<file path="src/rtl/amo_pkg.sv">
package amo_pkg;

  typedef enum logic [4:0] {
    OP_ADD  = 5'b00000,
    OP_SWAP = 5'b00001,
    OP_XOR  = 5'b00100,
    OP_CAS  = 5'b00101,
    OP_OR   = 5'b01000,
    OP_AND  = 5'b01100,
    OP_MIN  = 5'b10000,
    OP_MAX  = 5'b10100,
    OP_MINU = 5'b11000,
    OP_MAXU = 5'b11100
  } amo_op_e;

  typedef enum logic [1:0] {
    ST_IDLE,
    ST_READ,
    ST_WRITE,
    ST_RESP
  } amo_state_e;

  localparam logic [1:0] WID_BYTE = 2'd0;
  localparam logic [1:0] WID_HALF = 2'd1;

  typedef struct packed {
    logic        wr;
    logic [15:0] val;
  } lane_res_t;

  function automatic logic op_known(input logic [4:0] code);
    case (code)
      OP_ADD, OP_SWAP, OP_XOR, OP_CAS, OP_OR,
      OP_AND, OP_MIN, OP_MAX, OP_MINU, OP_MAXU: op_known = 1'b1;
      default:                                  op_known = 1'b0;
    endcase
  endfunction

  // New lane value from old lane, source and compare; the upper byte is
  // cleared for byte width.
  function automatic lane_res_t lane_calc(input amo_op_e op, input logic wide,
                                          input logic [15:0] old_l,
                                          input logic [15:0] src_l,
                                          input logic [15:0] cmp_l);
    logic [15:0] mask;
    logic [16:0] o_s, s_s, o_u, s_u;
    logic        lt_s, lt_u;
    lane_res_t   r;
    mask = wide ? 16'hFFFF : 16'h00FF;
    o_u  = {1'b0, old_l & mask};
    s_u  = {1'b0, src_l & mask};
    o_s  = wide ? {old_l[15], old_l} : {{9{old_l[7]}}, old_l[7:0]};
    s_s  = wide ? {src_l[15], src_l} : {{9{src_l[7]}}, src_l[7:0]};
    lt_s = $signed(o_s) < $signed(s_s);
    lt_u = o_u < s_u;
    r.wr = 1'b1;
    case (op)
      OP_ADD:  r.val = old_l + src_l;
      OP_SWAP: r.val = src_l;
      OP_XOR:  r.val = old_l ^ src_l;
      OP_OR:   r.val = old_l | src_l;
      OP_AND:  r.val = old_l & src_l;
      OP_MIN:  r.val = lt_s ? old_l : src_l;
      OP_MAX:  r.val = lt_s ? src_l : old_l;
      OP_MINU: r.val = lt_u ? old_l : src_l;
      OP_MAXU: r.val = lt_u ? src_l : old_l;
      OP_CAS: begin
        r.val = src_l;
        r.wr  = ((old_l ^ cmp_l) & mask) == 16'h0000;
      end
      default: begin
        r.val = old_l;
        r.wr  = 1'b0;
      end
    endcase
    r.val = r.val & mask;
    return r;
  endfunction

  function automatic logic [63:0] sext_lane(input logic [15:0] v, input logic wide);
    return wide ? {{48{v[15]}}, v} : {{56{v[7]}}, v[7:0]};
  endfunction

endpackage

</file>
<file path="src/rtl/amo_req_check.sv">
module amo_req_check (
  input  logic [4:0] op,
  input  logic [1:0] width,
  input  logic       addr_b0,
  output logic       bad_op,
  output logic       bad_width,
  output logic       misalign,
  output logic       wide
);
  import amo_pkg::*;

  always_comb begin
    bad_op    = !op_known(op);
    bad_width = (width != WID_BYTE) && (width != WID_HALF);
    wide      = (width == WID_HALF);
    misalign  = wide && addr_b0;
  end

endmodule

</file>
<file path="src/rtl/amo_lane_path.sv">
module amo_lane_path #(
  parameter int WORD_W = 32,
  localparam int BYTES = WORD_W / 8,
  localparam int IDX_W = $clog2(BYTES)
) (
  input  logic [WORD_W-1:0] word,
  input  logic [IDX_W-1:0]  idx,
  input  logic              wide,
  input  logic [15:0]       new_lane,
  output logic [15:0]       old_lane,
  output logic [BYTES-1:0]  be,
  output logic [WORD_W-1:0] wdata
);
  logic [WORD_W-1:0] shifted;

  always_comb begin
    shifted  = word >> {idx, 3'b000};
    old_lane = wide ? shifted[15:0] : {8'h00, shifted[7:0]};
  end

  for (genvar g = 0; g < BYTES; g++) begin : g_byte
    logic lo_hit, hi_hit;
    assign lo_hit = (IDX_W'(g) == idx);
    assign hi_hit = wide && (IDX_W'(g) == idx + IDX_W'(1));
    assign be[g]  = lo_hit || hi_hit;
    assign wdata[8*g +: 8] = lo_hit ? new_lane[7:0] :
                             hi_hit ? new_lane[15:8] : word[8*g +: 8];
  end

endmodule

</file>
<file path="src/rtl/subword_amo_unit.sv">
module subword_amo_unit #(
  parameter int XLEN   = 64,
  parameter int WORD_W = 32,
  parameter int ADDR_W = 32,
  localparam int BYTES = WORD_W / 8,
  localparam int IDX_W = $clog2(BYTES)
) (
  input  logic              clk,
  input  logic              rst_n,
  input  logic              req_valid,
  output logic              req_ready,
  input  logic [4:0]        req_op,
  input  logic [1:0]        req_width,
  input  logic [ADDR_W-1:0] req_addr,
  input  logic [XLEN-1:0]   req_src,
  input  logic [XLEN-1:0]   req_cmp,
  input  logic              req_aq,
  input  logic              req_rl,
  output logic              mem_req,
  output logic              mem_we,
  output logic              mem_lock,
  output logic [ADDR_W-1:0] mem_addr,
  output logic [BYTES-1:0]  mem_be,
  output logic [WORD_W-1:0] mem_wdata,
  output logic              mem_aq,
  output logic              mem_rl,
  input  logic [WORD_W-1:0] mem_rdata,
  output logic              rsp_valid,
  output logic              rsp_err,
  output logic [XLEN-1:0]   rsp_data
);
  import amo_pkg::*;

  amo_state_e        state;
  amo_op_e           op_q;
  logic              wide_q, aq_q, rl_q, err_q;
  logic [IDX_W-1:0]  idx_q;
  logic [ADDR_W-1:0] waddr_q;
  logic [15:0]       src_q, cmp_q, old_q;

  logic bad_op, bad_width, misalign, wide_in;
  logic accept, acc_fault, do_write, cas_miss;
  logic [15:0]      old_lane;
  logic [BYTES-1:0] lane_be;
  lane_res_t        calc;
  logic [63:0]      ext64;

  amo_req_check u_chk (
    .op       (req_op),
    .width    (req_width),
    .addr_b0  (req_addr[0]),
    .bad_op   (bad_op),
    .bad_width(bad_width),
    .misalign (misalign),
    .wide     (wide_in)
  );

  amo_lane_path #(.WORD_W(WORD_W)) u_lane (
    .word    (mem_rdata),
    .idx     (idx_q),
    .wide    (wide_q),
    .new_lane(calc.val),
    .old_lane(old_lane),
    .be      (lane_be),
    .wdata   (mem_wdata)
  );

  assign req_ready = (state == ST_IDLE);
  assign accept    = req_valid && req_ready;
  assign acc_fault = bad_op || bad_width || misalign;
  assign calc      = lane_calc(op_q, wide_q, old_lane, src_q, cmp_q);
  assign do_write  = (state == ST_WRITE) && calc.wr;
  assign cas_miss  = (state == ST_WRITE) && (op_q == OP_CAS) && !calc.wr;

  always_ff @(posedge clk) begin
    if (!rst_n) begin
      state   <= ST_IDLE;
      op_q    <= OP_ADD;
      wide_q  <= 1'b0;
      aq_q    <= 1'b0;
      rl_q    <= 1'b0;
      err_q   <= 1'b0;
      idx_q   <= '0;
      waddr_q <= '0;
      src_q   <= '0;
      cmp_q   <= '0;
      old_q   <= '0;
    end else begin
      case (state)
        ST_IDLE: if (accept) begin
          op_q    <= amo_op_e'(req_op);
          wide_q  <= wide_in;
          aq_q    <= req_aq;
          rl_q    <= req_rl;
          src_q   <= req_src[15:0];
          cmp_q   <= req_cmp[15:0];
          waddr_q <= {req_addr[ADDR_W-1:IDX_W], {IDX_W{1'b0}}};
          idx_q   <= wide_in ? {req_addr[IDX_W-1:1], 1'b0} : req_addr[IDX_W-1:0];
          err_q   <= acc_fault;
          old_q   <= '0;
          state   <= acc_fault ? ST_RESP : ST_READ;
        end
        ST_READ:  state <= ST_WRITE;
        ST_WRITE: begin
          old_q <= old_lane;
          state <= ST_RESP;
        end
        default:  state <= ST_IDLE;
      endcase
    end
  end

  assign mem_req  = (state == ST_READ) || do_write;
  assign mem_we   = do_write;
  assign mem_lock = (state == ST_READ) || (state == ST_WRITE);
  assign mem_addr = waddr_q;
  assign mem_be   = mem_req ? lane_be : '0;
  assign mem_aq   = aq_q;
  assign mem_rl   = rl_q;

  assign ext64     = sext_lane(old_q, wide_q);
  assign rsp_valid = (state == ST_RESP);
  assign rsp_err   = err_q;
  assign rsp_data  = err_q ? '0 : XLEN'($signed(ext64));

  // ---------------- assertions ----------------
  a_r9_lock_on_access: assert property (@(posedge clk) disable iff (!rst_n)
    mem_req |-> mem_lock);

  a_r9_write_follows_read: assert property (@(posedge clk) disable iff (!rst_n)
    (mem_req && mem_we) |-> $past(mem_req && !mem_we));

  a_r9_single_pulse_rsp: assert property (@(posedge clk) disable iff (!rst_n)
    rsp_valid |=> !rsp_valid);

  a_r6_r7_fault_no_access: assert property (@(posedge clk) disable iff (!rst_n)
    (rsp_valid && rsp_err) |-> !$past(mem_req));

  a_r5_cas_miss_no_write: assert property (@(posedge clk) disable iff (!rst_n)
    cas_miss |-> !mem_req);

  a_r8_lane_enables: assert property (@(posedge clk) disable iff (!rst_n)
    (mem_req && mem_we) |-> ($countones(mem_be) == (wide_q ? 2 : 1)));

  a_r3_err_zero: assert property (@(posedge clk) disable iff (!rst_n)
    (rsp_valid && rsp_err) |-> (rsp_data == '0));

  a_r3_sign_extended: assert property (@(posedge clk) disable iff (!rst_n)
    rsp_valid |-> (rsp_data[XLEN-1:15] == {(XLEN-15){rsp_data[15]}}));

  a_r10_order_bits_held: assert property (@(posedge clk) disable iff (!rst_n)
    (mem_req && $past(mem_req)) |-> ($stable(mem_aq) && $stable(mem_rl)));

  a_r4_operands_captured: assert property (@(posedge clk) disable iff (!rst_n)
    accept |=> (src_q == 16'($past(req_src)) && cmp_q == 16'($past(req_cmp))));

endmodule

</file>
<file path="config.mk">
export PLATFORM = sky130hd
export DESIGN_NAME = subword_amo_unit
export DESIGN_NICKNAME = d
export VERILOG_FILES = /design/src/rtl/amo_pkg.sv /design/src/rtl/amo_req_check.sv /design/src/rtl/amo_lane_path.sv /design/src/rtl/subword_amo_unit.sv
export SDC_FILE = /design/constraint.sdc
export NUM_CORES = 1
export LEC_CHECK = 0
export BUFFER_PORTS_ARGS = -buffer_cell sky130_fd_sc_hd__buf_2
export CAP_MARGIN = 20
export CORE_ASPECT_RATIO = 0.75
export CORE_MARGIN = 2
export CORE_UTILIZATION = 50
export CTS_CLUSTER_DIAMETER = 50
export DETAILED_ROUTE_END_ITERATION = 12
export MAX_ROUTING_LAYER = met4
export PLACE_DENSITY = 0.81
export RECOVER_POWER = 50
export SLEW_MARGIN = 20
export SYNTH_ARGS = -nofsm -noshare
export SYNTH_HDL_FRONTEND = slang
export SYNTH_SLANG_ARGS = --single-unit
</file>
<file path="constraint.sdc">
create_clock -name clk -period 6.65 [get_ports clk]
set_input_delay 1.33 -clock clk [delete_from_list [all_inputs] [get_ports clk]]
set_output_delay 1.33 -clock clk [all_outputs]
set_load 0.05 [all_outputs]
</file>
==> impl_metrics.toml, run 1 <==
[pwr]
p_sw_share_pct = 52.6
p_leak_nw = 4.51
p_clk_share_pct = 15.6
p_int_mw = 1.52
seqPwrFrac_pct = 21.9
ir_worst_vdd_mv = 0.227
combPwrFrac_pct = 62.5
p_sw_mw = 1.69
power_density_nw_per_um2 = 318

[clocking]
cts_buffers = 9
cts_setup_buffers = 0
path_clk_slew_ps = 70
cts.htree.levels = 3
cts_sinks = 91
clock_path_buffers = 2
cts_tree = "yes"
clock-root-buffer = "clkbuf_16"
insertion_delay_ps = 350

[critical_path]
startpoint_type = "input pin"
crit_path_end_kind = "output port"
startpoint = "mem_rdata[15]"
reg2reg_from = "state[1]"
path_class = "input pin to output port"
required_ps = 5320
critPathMaxFanout = 7
critPathArrivalTime_ps = 5240

[yosys]
ys_seq_area_share_pct = 22.0
netlist_instances = 1150
yosysWarnings = 0
synth_edf_count = 0
avgSynthCellArea_um2 = 7.19
synth-seq-cells = 91
synth_cell_types = 79
synth-async-reset-ratio_pct = 0
syn-cell-area_um2 = 8260
synth_flop_cell = "dfxtp_1"

[placement]
port-buffer-count = 245
postPlaceCellArea_um2 = 9690
gp_congestion = 1.05
post-place-cells = 1564
place_hpwl_um = 22000

[grt]
grt_pass1_wl_um = 44900
grt_usage_pct = 32.8
grt_pass1_vias = 8587
grt_remaining_overflow = 0
grt_max_degree = 92
antenna_found_initial = 0

[die]
ios = 344
coreArea_um2 = 16100
die_x_um = 152
chipHeight_um = 115
die_area_um2 = 17600
start_util_pct = 51.3
fp-row-count = 40

[detailed_routing]
drc_errors = 0
wirelength_um = 29300
ant_nets = 0
first_pass_iters = 8
routedWlPerCell_um = 18.5
drt_iter0_drc = 976
viasPerCell = 5.94
num_vias = 9392

[sta]
skew_ps = 10.1
setup_viol = 0
slew_violations = 132
hold_slack_ps = 464
rsz0062_at_grt = "false"
tns_ps = 0
finalHoldViolCount = 0
worstMarginPinSlew_ps = 3070
maxSlewHeadroom_pct = -105
period_share_pct = 98.8
fmaxAchievable_mhz = 152
min_period_ps = 6570

[run_status]
violations = "max-capacitance violations, max-slew violations"
status = "complete, but fails checks"

[final_layout]
utilization_pct = 62.6
final_cells = 1580
syn_to_final_growth_pct = 22.0
drive_above_1_share_pct = 25.8
fin_area_um2 = 10100
layout.nets = 1630
n_antenna_cell = 0

[hold_path]
hp-class = "flip-flop to flip-flop"
worstHoldStart = "mem_addr[18]"

[flow_run]
cap_viol_max_count = 2
[timing repair]
action | in CTS | in global routing
gates cloned | 0 | 0
endpoints found under the setup margin | 17 | 32
hold buffers | 0 | 0
pin swaps | 0 | 5
resized for setup | 6 | 34
hold endpoints to repair | 0 | 0
[final timing paths]
| path | end | slack, ps | cells after the start |
|---|---|---|---|
| worst max-delay path | mem_wdata[1] | 80 | 21 |
| worst min-delay path | mem_addr[18] | 460 | 2 |
| worst max register to register | old_q[4] | 2480 | 8 |
| worst min register to register | mem_addr[18] | 460 | 2 |
[sequential cells by signal (all words and copies together) (netlist names)]
| register | count |
|---|---|
| cmp_q | 16 |
| idx_q | 2 |
| mem_addr | 30 |
| mem_aq | 1 |
| mem_rl | 1 |
| old_q | 16 |
| op_q | 5 |
| rsp_err | 1 |
| src_q | 16 |
| state | 2 |
| wide_q | 1 |
[cell usage after synthesis (5+ instances only)]
cell / instances / area [um^2]
a211oi_1: 11 / 82.6
a21boi_0: 71 / 533
a21o_1: 12 / 90.1
a21oi_1: 69 / 345
a221o_1: 6 / 60.1
a221oi_1: 6 / 52.6
a22o_1: 5 / 43.8
a22oi_1: 28 / 210
a2bb2oi_1: 7 / 61.3
a31oi_1: 7 / 43.8
and2_1: 11 / 68.8
buf_2: 5 / 25.0
buf_4: 52 / 390
clkbuf_1: 59 / 221
dfxtp_1: 91 / 1820
ha_1: 60 / 751
inv_1: 46 / 173
mux2_2: 7 / 78.8
mux2i_1: 11 / 110
nand2_1: 237 / 890
nand2b_1: 5 / 31.3
nand3_1: 18 / 90.1
nand4_1: 8 / 50.1
nor2_1: 54 / 203
nor2b_1: 32 / 200
nor3_1: 13 / 65.1
o211ai_1: 11 / 82.6
o21a_1: 12 / 90.1
o21ai_0: 57 / 285
o21ai_1: 11 / 55.1
o221ai_1: 7 / 61.3
o22ai_1: 7 / 43.8
or3_1: 5 / 31.3
xnor2_1: 20 / 175
xor2_1: 8 / 70.1
[cell type report]
cell class                 count  area (um^2)
multi-input combinational    892         5760
clock buffer                  10          229
timing repair buffer         322         1770
sequential                    91         1820
clock inverter                 6         58.8
inverter                      49          184
tap                          210          263
fill                        1486         6030
[metal layers]
layer / routed length, um / track usage, % / vias to the layer above / part of all wire, %
met2: 12800 / 50.8 / 590 / 44
met1: 12100 / 41.9 / 4290 / 41
met4: 748 / 9.81 / 0 / 2.6
met5: 0 / - / - / 0
met3: 3550 / 9.23 / 76 / 12
li1: - / - / 4436 / -
[per-stage QoR]
step	setup slack (ps)	total power, mW
2_1_floorplan	125	2.10
3_3_place_gp	-42.1	2.60
3_5_place_dp	-98.8	2.63
4_1_cts	-31.9	3.14
5_1_grt	0.886	3.38
6_report	81.2	3.21
[cells in the final DEF, fill, tap and decap left out, types with 5 or more instances in the layout]
master / synthesis / layout
a211oi_1: 11 / 11
a21boi_0: 71 / 71
a21o_1: 12 / 12
a21oi_1: 69 / 68
a221o_1: 6 / 6
a22o_1: 5 / 5
a22oi_1: 28 / 27
a2bb2oi_1: 7 / 6
a31oi_1: 7 / 7
and2_1: 11 / 7
buf_2: 5 / 205
buf_4: 52 / 78
clkbuf_1: 59 / 39
clkbuf_16: 0 / 9
dfxtp_1: 91 / 89
ha_1: 60 / 57
inv_1: 46 / 44
mux2_2: 7 / 6
mux2i_1: 11 / 10
nand2_1: 237 / 233
nand2b_1: 5 / 5
nand3_1: 18 / 18
nand4_1: 8 / 8
nor2_1: 54 / 53
nor2b_1: 32 / 32
nor3_1: 13 / 13
o211ai_1: 11 / 11
o21a_1: 12 / 12
o21ai_0: 57 / 55
o21ai_1: 11 / 11
o221ai_1: 7 / 7
o22ai_1: 7 / 7
xnor2_1: 20 / 20
xor2_1: 8 / 7
[power by group through the flow]
stage                     registers, mW  logic [mW]  clock network, mW
after global placement            0.706        1.90                  0
after global routing              0.711        2.14              0.529
final                             0.702        2.00              0.501
after detailed placement          0.709        1.92                  0
after floorplan                   0.768        1.34                  0
after CTS                         0.698        1.94              0.511
[kinds of logic after synthesis]
kind of cell | count (synthesis) | share of synthesized area, %
simple gates | 409 | 22.1
compound gates | 374 | 31.1
buf+inv | 168 | 10.2
flops | 91 | 22.0
fa+ha+maj | 61 | 9.33
xor+xnor | 28 | 2.97
mux | 18 | 2.29
other cells | 1 | 0.0454
[worst max-delay path, stage by stage]
cell,delay (ps)
buf_2,120
mux2_2,290
nand2_2,90
o21ai_4,110
nand2_2,110
buf_6,140
nand2_1,90
ha_4,280
and4_1,190
nand4_1,170
and3_1,210
mux2_4,260
or3_4,410
buf_4,170
a211o_4,300
a221oi_2,260
buf_4,180
nor3_1,50
a21oi_1,140
o22ai_1,100
buf_2,240
No activity file was read; power rests on OpenSTA's default activity.
==> run 2, diff against run 1 <==
==> constraint.sdc (replaced) <==
create_clock -name clk -period 6.65 [get_ports clk]
set_input_delay 0.665 -clock clk [delete_from_list [all_inputs] [get_ports clk]]
set_output_delay 0.665 -clock clk [all_outputs]
set_load 0.05 [all_outputs]
==> impl_metrics.toml, run 2 (synthesis gave the netlist of run 1 again) <==
[run_status]
status = "complete, but fails checks"
violations = "max-capacitance violations, max-slew violations"

[clocking]
cts_buffers = 9
insertion_delay_ps = 360
clock-root-buffer = "clkbuf_16"
cts_tree = "yes"
cts.htree.levels = 3
ctsHoldBuffers = 0
clock_path_buffers = 2
cts_sinks = 91
path_clk_slew_ps = 70

[critical_path]
reg2reg_from = "state[0]"
crit_path_cell_trace = "buf_4, mux2_2, and2_1, o21a_1, inv_1, nand2_1, ha_1, nand4_1, nand3_1, nor2_1, mux2_2, or3_1, a211oi_2, a21oi_1, nor3_1, nand2_1, o2bb2ai_1, buf_2"
critPathMaxFanout = 22
rr_worst_depth = 6
startpoint_type = "flip-flop"
slowest_stage = "a211oi_2"
path_class = "flip-flop to output port"
crit_path_max_incr_delay_ps = 580
required_ps = 5980
worstReg2RegEnd = "wide_q"
reg2reg_slack_ps = 2830
crit_path_end_kind = "output port"
critPathArrivalTime_ps = 5680

[grt]
use_met3_pct = 8.41
use_met2_pct = 48.0
grt_usage_pct = 32.1
top_usage_layer = "met2"
grt_pass1_vias = 8103
grt_pass1_wl_um = 43700
grt_max_degree = 92
met1_usage_pct = 42.6
grt_remaining_overflow = 0
antenna_found_initial = 0

[hold_path]
whs_endpoint = "mem_addr[2]"
worstHoldStart = "mem_addr[2]"
hp-class = "flip-flop to flip-flop"
hold_depth = 2

[detailed_routing]
routedWlPerCell_um = 18.6
drc_errors = 0
ant_nets = 0
drt_iter0_drc = 1074
viasPerCell = 5.95
num_vias = 9083
wirelength_um = 28400
first_pass_iters = 5

[final_layout]
n_antenna_cell = 0
fillers = 1603
final_cell_mix = "nand2_1 (236), buf_2 (202), dfxtp_1 (89)"
final_cells = 1526
register_area_um2 = 1820
largest_register_ffs = 30
syn_to_final_growth_pct = 15.4
multi_input_area_um2 = 5620
final_common_cell = "nand2_1"
layout.nets = 1576
drive_above_1_share_pct = 20.7

[die]
fp-row-count = 40
start_util_pct = 51.3
coreArea_um2 = 16100
ios = 344
die_area_um2 = 17600
chipHeight_um = 115
die_x_um = 152

[pwr]
p_int_mw = 1.41
p_leak_nw = 4.20
power_density_nw_per_um2 = 321
finalPower_mw = 3.06
p_sw_mw = 1.65
seqPwrFrac_pct = 23.0
p_sw_share_pct = 53.9
combPwrFrac_pct = 60.3
p_clk_share_pct = 16.8
ir_worst_vdd_mv = 0.238

[placement]
post-place-cells = 1510
gp_congestion = 1.02
place_hpwl_um = 21200
port-buffer-count = 245

[sta]
finalHoldViolCount = 0
worstMarginPinSlew_ps = 3230
skew_ps = 11.5
period_share_pct = 95.4
fmaxAchievable_mhz = 158
tns_ps = 0
setup_viol = 0
slew_violations = 149
rsz0062_at_grt = "false"
maxSlewHeadroom_pct = -115
min_period_ps = 6340

[flow_run]
cap_viol_max_count = 2
==> run 2: final cells by class <==
class,instances,share of cell area [%]
Multi-Input combinational cell,892,59.0
Sequential cell,91,19.1
Inverter,49,1.93
Tap cell,210,2.76
Timing Repair Buffer,268,14.2
Clock buffer,9,2.36
Clock inverter,7,0.709
==> run 2: critical path: cells and delay by family, from the launching register on <==
| kind | cells | cell delay (ps) |
|---|---|---|
| AO/OA/AOI/OAI | 4 | 1240 |
| buffers and inverters | 3 | 770 |
| adder cells (fa/ha/maj) | 1 | 340 |
| multiplexers | 2 | 750 |
| AND/OR/NAND/NOR | 8 | 1670 |
| flip-flops | 1 | 570 |
==> run 2: how the worst max path moves through the flow <==
stage	from	cells past startpoint	slack, ps	endpoint
after floorplan	mem_rdata[31]	18	1270	mem_wdata[10]
after global placement	mem_rdata[23]	17	680	mem_wdata[25]
after detailed placement	mem_rdata[15]	18	600	mem_wdata[9]
after CTS	idx_q[1]	18	320	mem_wdata[9]
after global routing	idx_q[1]	18	50	mem_wdata[2]
final	idx_q[1]	18	310	mem_wdata[2]
==> run 2: layer usage <==
metal  up-vias  part of all wire [%]
li1       4330                     -
met1      4144                    43
met2       538                    43
met3        71                    12
met4         0                   2.7
met5         -                     0
==> run 2: power by group through the flow <==
stage | clock network (mW) | registers [mW] | logic [mW]
3_5_place_dp | 0 | 0.713 | 1.81
6_report | 0.514 | 0.704 | 1.85
5_1_grt | 0.545 | 0.713 | 1.98
2_1_floorplan | 0 | 0.768 | 1.33
4_1_cts | 0.520 | 0.701 | 1.82
3_3_place_gp | 0 | 0.710 | 1.80
==> run 2: timing repair <==
item,4_1_cts,5_1_grt
setup endpoints to repair,0,4
setup buffers,0,0
gates resized for setup,0,3
==> run 2: stage by stage <==
| step | setup WS [ps] | hold WS, ps | instance area (um^2) | util [%] |
|---|---|---|---|---|
| after detailed placement | 600 | 455 | 9300 | 57.7 |
| after floorplan | 1270 | 455 | 8270 | - |
| after global routing | 48.4 | 485 | 9540 | 59.2 |
| final | 307 | 461 | 9540 | 59.2 |
| after CTS | 320 | 464 | 9590 | 59.5 |
| after global placement | 679 | 448 | 9300 | 57.7 |
==> run 3, diff against run 2 <==
--- a/config.mk
+++ b/config.mk
@@ -5,15 +5,14 @@
 export SDC_FILE = /design/constraint.sdc
 export NUM_CORES = 1
 export LEC_CHECK = 0
-export BUFFER_PORTS_ARGS = -buffer_cell sky130_fd_sc_hd__buf_2
 export CAP_MARGIN = 20
-export CORE_ASPECT_RATIO = 0.75
-export CORE_MARGIN = 2
-export CORE_UTILIZATION = 50
+export CORE_AREA = 2 2 132 134
 export CTS_CLUSTER_DIAMETER = 50
 export DETAILED_ROUTE_END_ITERATION = 12
+export DIE_AREA = 0 0 134 136
+export DONT_BUFFER_PORTS = 1
 export MAX_ROUTING_LAYER = met4
-export PLACE_DENSITY = 0.81
+export PLACE_DENSITY = 0.62
 export RECOVER_POWER = 50
 export SLEW_MARGIN = 20
 export SYNTH_ARGS = -nofsm -noshare
==> impl_metrics.toml, run 3 (synthesis gave the netlist of run 1 again) <==
[sta]
rsz0062_at_grt = "false"
period_share_pct = 94.4
setup_viol = 0
fmaxAchievable_mhz = 159
finalHoldViolCount = 0
skew_ps = 5.64
worstMarginPinSlew_ps = 2810
maxSlewHeadroom_pct = -87.6
tns_ps = 0
min_period_ps = 6280
slew_violations = 72
hold_slack_ps = 456

[detailed_routing]
drt_iter0_drc = 858
ant_nets = 0
wirelength_um = 26700
num_vias = 8154
first_pass_iters = 5
viasPerCell = 6.15
routedWlPerCell_um = 20.2
drc_errors = 0

[placement]
post-place-cells = 1309
gp_congestion = 0.956
place_hpwl_um = 20100
postPlaceCellArea_um2 = 8350
port-buffer-count = 0

[hold_path]
hp-class = "input pin to flip-flop"

[grt]
grt_max_degree = 92
grt_pass1_vias = 7599
grt_usage_pct = 29.3
grt_pass1_wl_um = 41200
antenna_found_initial = 0
grt_remaining_overflow = 0

[clocking]
cts_setup_buffers = 0
cts.htree.levels = 3
cts_tree = "yes"
path_clk_slew_ps = 60
ctsHoldBuffers = 0
cts_sinks = 91
clock_path_buffers = 2
clock-root-buffer = "clkbuf_16"
cts_buffers = 9
cts_resized = 0
insertion_delay_ps = 330

[critical_path]
crit_path_end_kind = "output port"
required_ps = 5980
worstReg2RegEnd = "idx_q[0]"
startpoint = "idx_q[1]"
startpoint_type = "flip-flop"
rr_worst_depth = 6
slowest_stage = "o21ai_1"
crit_end = "mem_wdata[18]"
critPathArrivalTime_ps = 5610
reg2reg_slack_ps = 2550
crit_path_cell_trace = "mux2i_1, o21ai_1, nand2_1, nand2_1, ha_1, a21oi_1, nand3_1, nor2_1, mux2_2, or3_1, a211oi_2, a21oi_1, nor3_1, buf_4, a211o_1, o21ai_1"
reg2reg_from = "state[0]"
critPathMaxFanout = 21
path_class = "flip-flop to output port"
crit_path_max_incr_delay_ps = 710

[final_layout]
final_cell_mix = "nand2_1 (237), dfxtp_1 (89), a21boi_0 (71)"
n_antenna_cell = 0
syn_to_final_growth_pct = 4.32
final_common_cell = "nand2_1"
largest_register_ffs = 30
multi_input_area_um2 = 5620
drive_above_1_share_pct = 8.73
register_area_um2 = 1820
layout.nets = 1360
fillers = 1741
fin_area_um2 = 8620
final_cells = 1325

[run_status]
violations = "max-capacitance violations, max-slew violations"
status = "complete, but fails checks"

[flow_run]
cap_viol_max_count = 1

[die]
ios = 344
start_util_pct = 49.0
coreArea_um2 = 16900
die_area_um2 = 18200
chipHeight_um = 136
fp-row-count = 48
die_x_um = 134

[pwr]
p_leak_nw = 3.41
power_density_nw_per_um2 = 340
ir_worst_vdd_mv = 0.230
## run 3: metrics by stage
step / util, % / total power [mW] / setup slack, ps
2_1_floorplan: - / 2.10 / 1270
6_report: 51.1 / 2.93 / 370
3_5_place_dp: 49.5 / 2.44 / 873
3_3_place_gp: 49.5 / 2.43 / 872
4_1_cts: 51.1 / 2.92 / 500
5_1_grt: 51.1 / 3.09 / 104
## run 3: report_power, final
part	internal, mW	switching [mW]	total [mW]
sequential	0.617	0.182	0.798
clock	0.263	0.205	0.469
combinational	0.488	1.17	1.66
total	1.37	1.56	2.93
## run 3: how the worst min path moves through the flow
stage                           to  cells after the start     start
after floorplan           cmp_q[1]                      2  cmp_q[1]
after global placement    cmp_q[9]                      2  cmp_q[9]
after detailed placement  cmp_q[4]                      2  cmp_q[4]
after CTS                 state[0]                      1     rst_n
after global routing      state[0]                      1     rst_n
final                     state[0]                      1     rst_n
## run 3: final cells by class
cell class                 count  share of cell area [%]
clock inverter                 6                   0.435
clock buffer                  10                    2.77
multi-input combinational    892                    65.2
tap                          225                    3.27
timing repair buffer          52                    5.07
sequential                    91                    21.2
inverter                      49                    2.13
## run 3: critical path: cells and delay by family (launching register included)
kind	cells	cell delay, ps
flip-flops	1	590
buffers and inverters	1	180
AND/OR/NAND/NOR	6	1530
multiplexers	2	500
adder cells (fa/ha/maj)	1	330
AO/OA/AOI/OAI	6	2130
## run 3: routing by layer
| metal | up-vias | track usage (%) | wire length, um |
|---|---|---|---|
| li1 | 3891 | - | - |
| met3 | 45 | 5.85 | 2520 |
| met2 | 422 | 45.9 | 12100 |
| met5 | - | - | 0 |
| met1 | 3796 | 37.5 | 11400 |
| met4 | 0 | 10.8 | 759 |
